--- src/rtl/j1850_err_pkg.sv ---
// Shared definitions for the J1850 link error supervisor.
// Assumes: queue slot index is also priority order, index 0 highest.
package j1850_err_pkg;

    localparam int SYM_W  = 3;
    localparam int VEC_W  = 8;
    localparam int NSLOT  = 3;

    // Symbol classes delivered by the receive decoder
    typedef enum logic [SYM_W-1:0] {
        SYM_NONE = 3'd0,
        SYM_SOF  = 3'd1,
        SYM_EOD  = 3'd2,
        SYM_EOF  = 3'd3,
        SYM_BRK  = 3'd4,
        SYM_BIT  = 3'd5,
        SYM_INV  = 3'd6
    } sym_e;

    // Queue slots in priority order
    localparam int SL_LOA = 0;
    localparam int SL_INV = 1;
    localparam int SL_CRC = 2;

    localparam logic [VEC_W-1:0] CODE_LOA  = 8'h14;
    localparam logic [VEC_W-1:0] CODE_INV  = 8'h1C;
    localparam logic [VEC_W-1:0] CODE_CRC  = 8'h18;
    localparam logic [VEC_W-1:0] CODE_NONE = 8'h00;

    // Interrupt code carried by a queue slot
    function automatic logic [VEC_W-1:0] slot_code(input int idx);
        case (idx)
            SL_LOA:  return CODE_LOA;
            SL_INV:  return CODE_INV;
            SL_CRC:  return CODE_CRC;
            default: return CODE_NONE;
        endcase
    endfunction

    typedef enum logic [1:0] {
        TG_IDLE = 2'd0,
        TG_PEND = 2'd1,
        TG_SEND = 2'd2
    } tx_st_e;

    typedef enum logic [1:0] {
        RX_HUNT_IDLE = 2'd0,
        RX_HUNT_SOF  = 2'd1,
        RX_FRAME     = 2'd2
    } rx_st_e;

endpackage

--- src/rtl/j1850_err_classify.sv ---
// Combinational error classifier.
// Turns one cycle of symbol, bus and transmit-phase inputs into queue
// raise requests, an abort request and receive resync events.
// Assumes: the decoder presents at most one symbol per cycle and the
// sensed bus level is already filtered against propagation delay.
module j1850_err_classify
    import j1850_err_pkg::*;
#(
    parameter int SYMW  = SYM_W,
    parameter int SLOTS = NSLOT
) (
    input  logic            sym_valid,
    input  logic [SYMW-1:0] sym_kind,
    input  logic            sym_on_byte,
    input  logic            sending,
    input  logic            tx_in_sof,
    input  logic            tx_in_eod,
    input  logic            tx_drv,
    input  logic            bus_act,
    input  logic            crc_strobe,
    input  logic            crc_bad,
    output logic [SLOTS-1:0] raise,
    output logic            abort_req,
    output logic            rx_brk,
    output logic            rx_err,
    output logic            rx_sof,
    output logic            rx_eof_end
);

    logic inv_sym;
    logic frame_err;
    logic eod_clash;
    logic gnd_short;
    logic crc_fail;

    // Decode symbol-level error events for this cycle
    always_comb begin
        inv_sym   = sym_valid && (sym_kind == SYMW'(SYM_INV));
        frame_err = sym_valid && !sym_on_byte &&
                    ((sym_kind == SYMW'(SYM_EOD)) || (sym_kind == SYMW'(SYM_EOF)));
        rx_brk    = sym_valid && (sym_kind == SYMW'(SYM_BRK));
        rx_sof    = sym_valid && (sym_kind == SYMW'(SYM_SOF));
        rx_eof_end = sym_valid && sym_on_byte && (sym_kind == SYMW'(SYM_EOF));
        eod_clash = sending && tx_in_eod && bus_act;
        gnd_short = sending && tx_in_sof && tx_drv && !bus_act;
        crc_fail  = crc_strobe && crc_bad;
    end

    // Map events onto queue slots and the transmit abort
    always_comb begin
        raise         = '0;
        raise[SL_LOA] = inv_sym && sending;
        raise[SL_INV] = inv_sym || frame_err || rx_brk || eod_clash || gnd_short;
        raise[SL_CRC] = crc_fail;
        abort_req     = sending && (inv_sym || frame_err || rx_brk || eod_clash || gnd_short);
        rx_err        = inv_sym || frame_err || crc_fail;
    end

endmodule

--- src/rtl/j1850_err_vecq.sv ---
// Priority queue of pending interrupt codes (the state vector).
// One sticky flag per slot; the lowest-index set flag is presented.
// A pop clears the presented flag; a raise in the same cycle wins.
module j1850_err_vecq
    import j1850_err_pkg::*;
#(
    parameter int SLOTS = NSLOT,
    parameter int VW    = VEC_W
) (
    input  logic             clk,
    input  logic             rst_n,
    input  logic [SLOTS-1:0] raise,
    input  logic             pop,
    output logic [VW-1:0]    code,
    output logic             any
);

    logic [SLOTS-1:0] pend_q;
    logic [SLOTS-1:0] sel;

    // Pick the highest-priority pending slot and its code
    always_comb begin
        sel  = '0;
        code = '0;
        for (int i = SLOTS - 1; i >= 0; i--) begin
            if (pend_q[i]) begin
                sel     = '0;
                sel[i]  = 1'b1;
                code    = VW'(slot_code(i));
            end
        end
    end

    // Interrupt whenever any slot is pending
    always_comb any = |pend_q;

    // One sticky flag per slot
    for (genvar g = 0; g < SLOTS; g++) begin : g_slot
        always_ff @(posedge clk) begin
            if (!rst_n)
                pend_q[g] <= 1'b0;
            else
                pend_q[g] <= (pend_q[g] && !(pop && sel[g])) || raise[g];
        end
    end

endmodule

--- src/rtl/j1850_tx_guard.sv ---
// Transmit grant and abort control.
// Holds a CPU request until the bus is passive and idle, grants it with
// a one-cycle start pulse, and ends the frame on completion or abort.
// Assumes: an aborted request is dropped; the CPU must ask again.
module j1850_tx_guard
    import j1850_err_pkg::*;
(
    input  logic clk,
    input  logic rst_n,
    input  logic tx_req,
    input  logic tx_done,
    input  logic bus_act,
    input  logic bus_idle,
    input  logic abort_req,
    output logic sending,
    output logic tx_go,
    output logic tx_abort
);

    tx_st_e st_q;
    tx_st_e st_d;
    logic   go_d;
    logic   abort_d;

    // Next-state and pulse decisions
    always_comb begin
        st_d    = st_q;
        go_d    = 1'b0;
        abort_d = 1'b0;
        case (st_q)
            TG_IDLE: if (tx_req) st_d = TG_PEND;
            TG_PEND: begin
                if (!bus_act && bus_idle) begin
                    st_d = TG_SEND;
                    go_d = 1'b1;
                end
            end
            TG_SEND: begin
                if (abort_req) begin
                    st_d    = TG_IDLE;
                    abort_d = 1'b1;
                end else if (tx_done) begin
                    st_d = TG_IDLE;
                end
            end
            default: st_d = TG_IDLE;
        endcase
    end

    // State and pulse registers
    always_ff @(posedge clk) begin
        if (!rst_n) begin
            st_q     <= TG_IDLE;
            tx_go    <= 1'b0;
            tx_abort <= 1'b0;
        end else begin
            st_q     <= st_d;
            tx_go    <= go_d;
            tx_abort <= abort_d;
        end
    end

    // Frame in progress
    always_comb sending = (st_q == TG_SEND);

endmodule

--- src/rtl/j1850_rx_sync.sv ---
// Receive resynchronisation state.
// After reset or a break it waits for bus idle, then for start of
// frame; other receive errors send it back to waiting for start of frame.
module j1850_rx_sync
    import j1850_err_pkg::*;
(
    input  logic clk,
    input  logic rst_n,
    input  logic bus_idle,
    input  logic rx_brk,
    input  logic rx_err,
    input  logic rx_sof,
    input  logic rx_eof_end,
    output logic rx_accept,
    output logic rx_wait_idle
);

    rx_st_e st_q;
    rx_st_e st_d;

    // Next receive state; a break overrides everything
    always_comb begin
        st_d = st_q;
        if (rx_brk) begin
            st_d = RX_HUNT_IDLE;
        end else begin
            case (st_q)
                RX_HUNT_IDLE: if (bus_idle) st_d = RX_HUNT_SOF;
                RX_HUNT_SOF:  if (rx_sof) st_d = RX_FRAME;
                RX_FRAME:     if (rx_err || rx_eof_end) st_d = RX_HUNT_SOF;
                default:      st_d = RX_HUNT_IDLE;
            endcase
        end
    end

    // State register
    always_ff @(posedge clk) begin
        if (!rst_n) st_q <= RX_HUNT_IDLE;
        else        st_q <= st_d;
    end

    // Decoded status
    always_comb begin
        rx_accept    = (st_q == RX_FRAME);
        rx_wait_idle = (st_q == RX_HUNT_IDLE);
    end

endmodule

--- src/rtl/j1850_err_supervisor.sv ---
// Top of the J1850 link error supervisor.
// Joins the classifier, the code queue, the transmit guard and the
// receive resync state. All outputs are registered or decoded from
// registers, so each input's effect is visible after the next edge.
module j1850_err_supervisor
    import j1850_err_pkg::*;
#(
    parameter int SYMW = SYM_W,
    parameter int VW   = VEC_W
) (
    input  logic            clk,
    input  logic            rst_n,
    input  logic            sym_valid,
    input  logic [SYMW-1:0] sym_kind,
    input  logic            sym_on_byte,
    input  logic            bus_act,
    input  logic            bus_idle,
    input  logic            tx_req,
    input  logic            tx_done,
    input  logic            tx_in_sof,
    input  logic            tx_in_eod,
    input  logic            tx_drv,
    input  logic            crc_strobe,
    input  logic            crc_bad,
    input  logic            vec_rd,
    output logic [VW-1:0]   vec_code,
    output logic            irq,
    output logic            tx_go,
    output logic            tx_abort,
    output logic            tx_busy,
    output logic            rx_accept,
    output logic            rx_wait_idle
);

    localparam int SLOTS = NSLOT;

    logic [SLOTS-1:0] raise;
    logic             abort_req;
    logic             rx_brk;
    logic             rx_err;
    logic             rx_sof;
    logic             rx_eof_end;
    logic             sending;

    j1850_err_classify #(.SYMW(SYMW), .SLOTS(SLOTS)) i_classify (
        .sym_valid  (sym_valid),
        .sym_kind   (sym_kind),
        .sym_on_byte(sym_on_byte),
        .sending    (sending),
        .tx_in_sof  (tx_in_sof),
        .tx_in_eod  (tx_in_eod),
        .tx_drv     (tx_drv),
        .bus_act    (bus_act),
        .crc_strobe (crc_strobe),
        .crc_bad    (crc_bad),
        .raise      (raise),
        .abort_req  (abort_req),
        .rx_brk     (rx_brk),
        .rx_err     (rx_err),
        .rx_sof     (rx_sof),
        .rx_eof_end (rx_eof_end)
    );

    j1850_err_vecq #(.SLOTS(SLOTS), .VW(VW)) i_vecq (
        .clk  (clk),
        .rst_n(rst_n),
        .raise(raise),
        .pop  (vec_rd),
        .code (vec_code),
        .any  (irq)
    );

    j1850_tx_guard i_tx_guard (
        .clk      (clk),
        .rst_n    (rst_n),
        .tx_req   (tx_req),
        .tx_done  (tx_done),
        .bus_act  (bus_act),
        .bus_idle (bus_idle),
        .abort_req(abort_req),
        .sending  (sending),
        .tx_go    (tx_go),
        .tx_abort (tx_abort)
    );

    j1850_rx_sync i_rx_sync (
        .clk         (clk),
        .rst_n       (rst_n),
        .bus_idle    (bus_idle),
        .rx_brk      (rx_brk),
        .rx_err      (rx_err),
        .rx_sof      (rx_sof),
        .rx_eof_end  (rx_eof_end),
        .rx_accept   (rx_accept),
        .rx_wait_idle(rx_wait_idle)
    );

    // Frame-in-progress status
    always_comb tx_busy = sending;

endmodule

--- config.mk ---
export PLATFORM = sky130hd
export DESIGN_NAME = j1850_err_supervisor
export DESIGN_NICKNAME = d
export VERILOG_FILES = /design/src/rtl/j1850_err_pkg.sv /design/src/rtl/j1850_err_classify.sv /design/src/rtl/j1850_err_vecq.sv /design/src/rtl/j1850_tx_guard.sv /design/src/rtl/j1850_rx_sync.sv /design/src/rtl/j1850_err_supervisor.sv
export SDC_FILE = /design/constraint.sdc
export NUM_CORES = 1
export LEC_CHECK = 0
export BUFFER_PORTS_ARGS = -buffer_cell sky130_fd_sc_hd__clkbuf_2
export CAP_MARGIN = 20
export CORE_AREA = 2 2 39 41
export DETAILED_ROUTE_END_ITERATION = 8
export DIE_AREA = 0 0 41 43
export PLACE_DENSITY = 0.72
export SLEW_MARGIN = 20
export SYNTH_ARGS = -nofsm -noshare
export SYNTH_HDL_FRONTEND = slang
export SYNTH_SLANG_ARGS = --single-unit
--- constraint.sdc ---
create_clock -name clk -period 1.55 [get_ports clk]
set_input_delay 0.2325 -clock clk [delete_from_list [all_inputs] [get_ports clk]]
set_output_delay 0.2325 -clock clk [all_outputs]
set_load 0.03 [all_outputs]
==> results.py <==
metrics = {
    "finish": {
        "finish.utilization_pct": 46.9,
        "filler_cell_count": 142,
        "insertedDiodeCount": 0,
        "final_net_count": 106,
        "sequential_cell_area_um2": 180,
        "mostFrequentLayoutCell": "clkbuf_2",
        "multiInputGateArea_um2": 287,
        "share_of_layout_cells_above_drive_strength_1_pct": 34.1,
        "commonest_non_fill_non_tap_cells_in_the_layout": "25 x clkbuf_2, 9 x dfxtp_1, 5 x nand2_1, 5 x conb_1",
        "area_growth_syn_to_layout_pct": 29.8,
    },
    "worst_setup_path": {
        "timing.reg2reg.setup_slack_ns": 0.50,
        "timing.critical_path.arrival_ns": 1.13,
        "rr_worst_depth": 3,
        "start_kind": "flip-flop",
        "timing.critical_path.from": "i_vecq.pend_q[2]",
        "r2r-start": "i_tx_guard.st_q[0]",
        "crit_required_ns": 1.32,
        "worst-path-max-fanout": 4,
        "critPathKind": "reg2out",
        "critPathCaptureType": "output port",
        "worst_r2r_endpoint": "i_vecq.pend_q[1]",
    },
    "worst_hold_path": {
        "worst_hold_path_type": "in2reg",
        "hold_end": "i_tx_guard.tx_abort",
        "hold-path-cell-count": 3,
        "hold_path_startpoint": "rst_n",
    },
    "power": {
        "powerDensity_mw_per_mm2": 840,
        "seq_power_share_pct": 45.4,
        "internal_power_mw": 0.384,
        "leakagePower_nw": 0.322,
        "power_switching_mw": 0.162,
        "power_switching_share_pct": 29.7,
        "clock_power_share_pct": 32.3,
        "vdd_drop_max_v": 0.000280,
        "comb_power_share_pct": 22.3,
    },
    "floorplanning": {
        "die-area_mm2": 0.00176,
        "core_region_area_mm2": 0.00138,
        "die_x_um": 41,
        "start_util_pct": 36.2,
        "fp-row-count": 14,
        "floorplan.io_pins": 31,
        "chip_height_um": 43,
    },
    "timing": {
        "final_hold_viol_count": 0,
        "timing.final.setup_violations": 0,
        "timing.final.crit_period_ns": 1.36,
        "grt_setup_unrepaired": "no",
        "timing.fmax_ghz": 0.734,
        "finalCritPeriodShare_pct": 87.8,
        "slew_viol_final": 0,
        "clock_skew_ns": 0.00248,
        "setup_tns_ns": 0,
    },
    "cts": {
        "clkSinkCount": 9,
        "post-cts-setup-buffers": 0,
        "cts.repair.resized": 0,
        "clock-root-buffer": "clkbuf_4",
        "tritoncts": "built",
        "clock_tree.htree_level_count": 1,
        "tritoncts.num_buffers": 3,
        "cts-root-to-sink-buffers": 2,
        "clk-insertion-delay-late_ns": 0.26,
        "cts_hold_repair.buffers": 0,
        "clkTransAtPathRegs_ns": 0.06,
    },
    "global_routing": {
        "grt_antenna_before_repair": 0,
        "grt_max_degree": 8,
        "overflow": 0,
        "grt_pass1_wl_um": 1770,
        "grt_usage_pct": 14.8,
        "first_global_vias": 455,
    },
    "yosys": {
        "synth_top_area_share_pct": 36.0,
        "synth_area_leader": "dfxtp_1",
        "syn_inst": 60,
        "netlist_area_um2": 500,
        "synth-seq-area-share_pct": 36.0,
        "post_synth_main_area_contributors": "dfxtp_1 36%, buf_4 7.5%, nor3b_1 6.0%",
        "netlist-cell-type-count": 26,
        "ys_ff_latch": 9,
        "postSynthAreaPerCell_um2": 8.34,
        "ys_warn_count": 0,
    },
    "routing": {
        "via_per_inst": 5.07,
        "totalWireLength_um": 1020,
        "drcViolationCount": 0,
        "drt-pass1-iter-count": 4,
        "via_count": 527,
        "final_antenna_net_count": 0,
        "dr.first_iter.drc_count": 8,
        "route.detailed.wl_per_inst_um": 9.81,
    },
    "placement": {
        "place.port_buffers": 25,
        "hpwl_um": 838,
        "gp_congestion": 0.766,
    },
    "flow_run": {
        "cap_violations": 0,
    },
    "outcome": {
        "status": "finished clean",
    },
}
[worst max-delay path, stage by stage, from the launching register on]
cell	delay, ns
dfxtp_1	0.32
or3_1	0.36
clkbuf_2	0.19
[Yosys cell counts]
cell	number
and3b_1	1
nand2_1	5
nor2_1	4
nor2b_1	2
conb_1	1
nor3_1	1
or2_2	1
and4bb_1	1
buf_4	5
o311ai_1	1
inv_1	3
dfxtp_1	9
a31oi_1	1
or3_1	2
nor4_1	1
a21bo_1	1
a31o_1	2
nand3b_1	2
nor4bb_2	1
o21ai_1	2
nor3b_1	4
a21oi_1	4
o21ai_0	2
nand4_1	1
and2_1	2
and2b_1	1
[per-layer routing]
metal  wire length, um  track usage (%)  share of wire [%]
met3                76             3.14                7.5
met5                 0                0                  0
met2               502             23.8                 49
met4                14             10.0                1.4
met1               428             16.3                 42
[kinds of logic (layout without fill, tap and decap cells)]
kind of cell    after synthesis  after routing  synth area share (%)
compound gates               13             13                  16.5
flops                         9              9                  36.0
other cells                   1              5                 0.749
buf+inv                       8             32                  9.75
simple gates                 29             29                  37.0
[stage by stage]
stage	hold WS [ns]	setup WS [ns]	power, mW	area [um2]	instances
finish	0.198	0.189	0.546	649	104
global route	0.232	0.131	0.573	649	104
CTS	0.192	0.173	0.552	649	104
detailed placement	0.441	0.435	0.375	623	100
global placement	0.440	0.474	0.372	623	100
floorplan	0.349	0.163	0.342	515	64
[power groups by stage]
stage | sequential, mW | clock (mW) | combinational, mW
6_report | 0.248 | 0.176 | 0.122
5_1_grt | 0.249 | 0.189 | 0.135
4_1_cts | 0.248 | 0.182 | 0.122
3_5_place_dp | 0.253 | 0 | 0.122
3_3_place_gp | 0.252 | 0 | 0.120
2_1_floorplan | 0.253 | 0 | 0.0890
[sequential cells by signal (all words and copies together), names as in the netlist]
register             flops
i_rx_sync.st_q           2
i_vecq.pend_q            3
i_tx_guard.tx_abort      1
i_tx_guard.st_q          2
i_tx_guard.tx_go         1
[worst max-delay path by stage]
stage	end	slack, ns	cells past startpoint
after floorplan	i_rx_sync.st_q[0]	0.16	3
after global placement	irq	0.47	2
after detailed placement	i_rx_sync.st_q[0]	0.43	4
after CTS	irq	0.17	2
after global routing	irq	0.13	2
final	irq	0.19	2
[area by class of cell]
type | instances | area share (%)
timing repair buffer | 25 | 19.3
inverter | 3 | 1.73
tap | 16 | 3.08
clock buffer | 4 | 4.05
multi-input combinational | 47 | 44.1
sequential | 9 | 27.7
No activity file was read; power rests on OpenSTA's default activity.
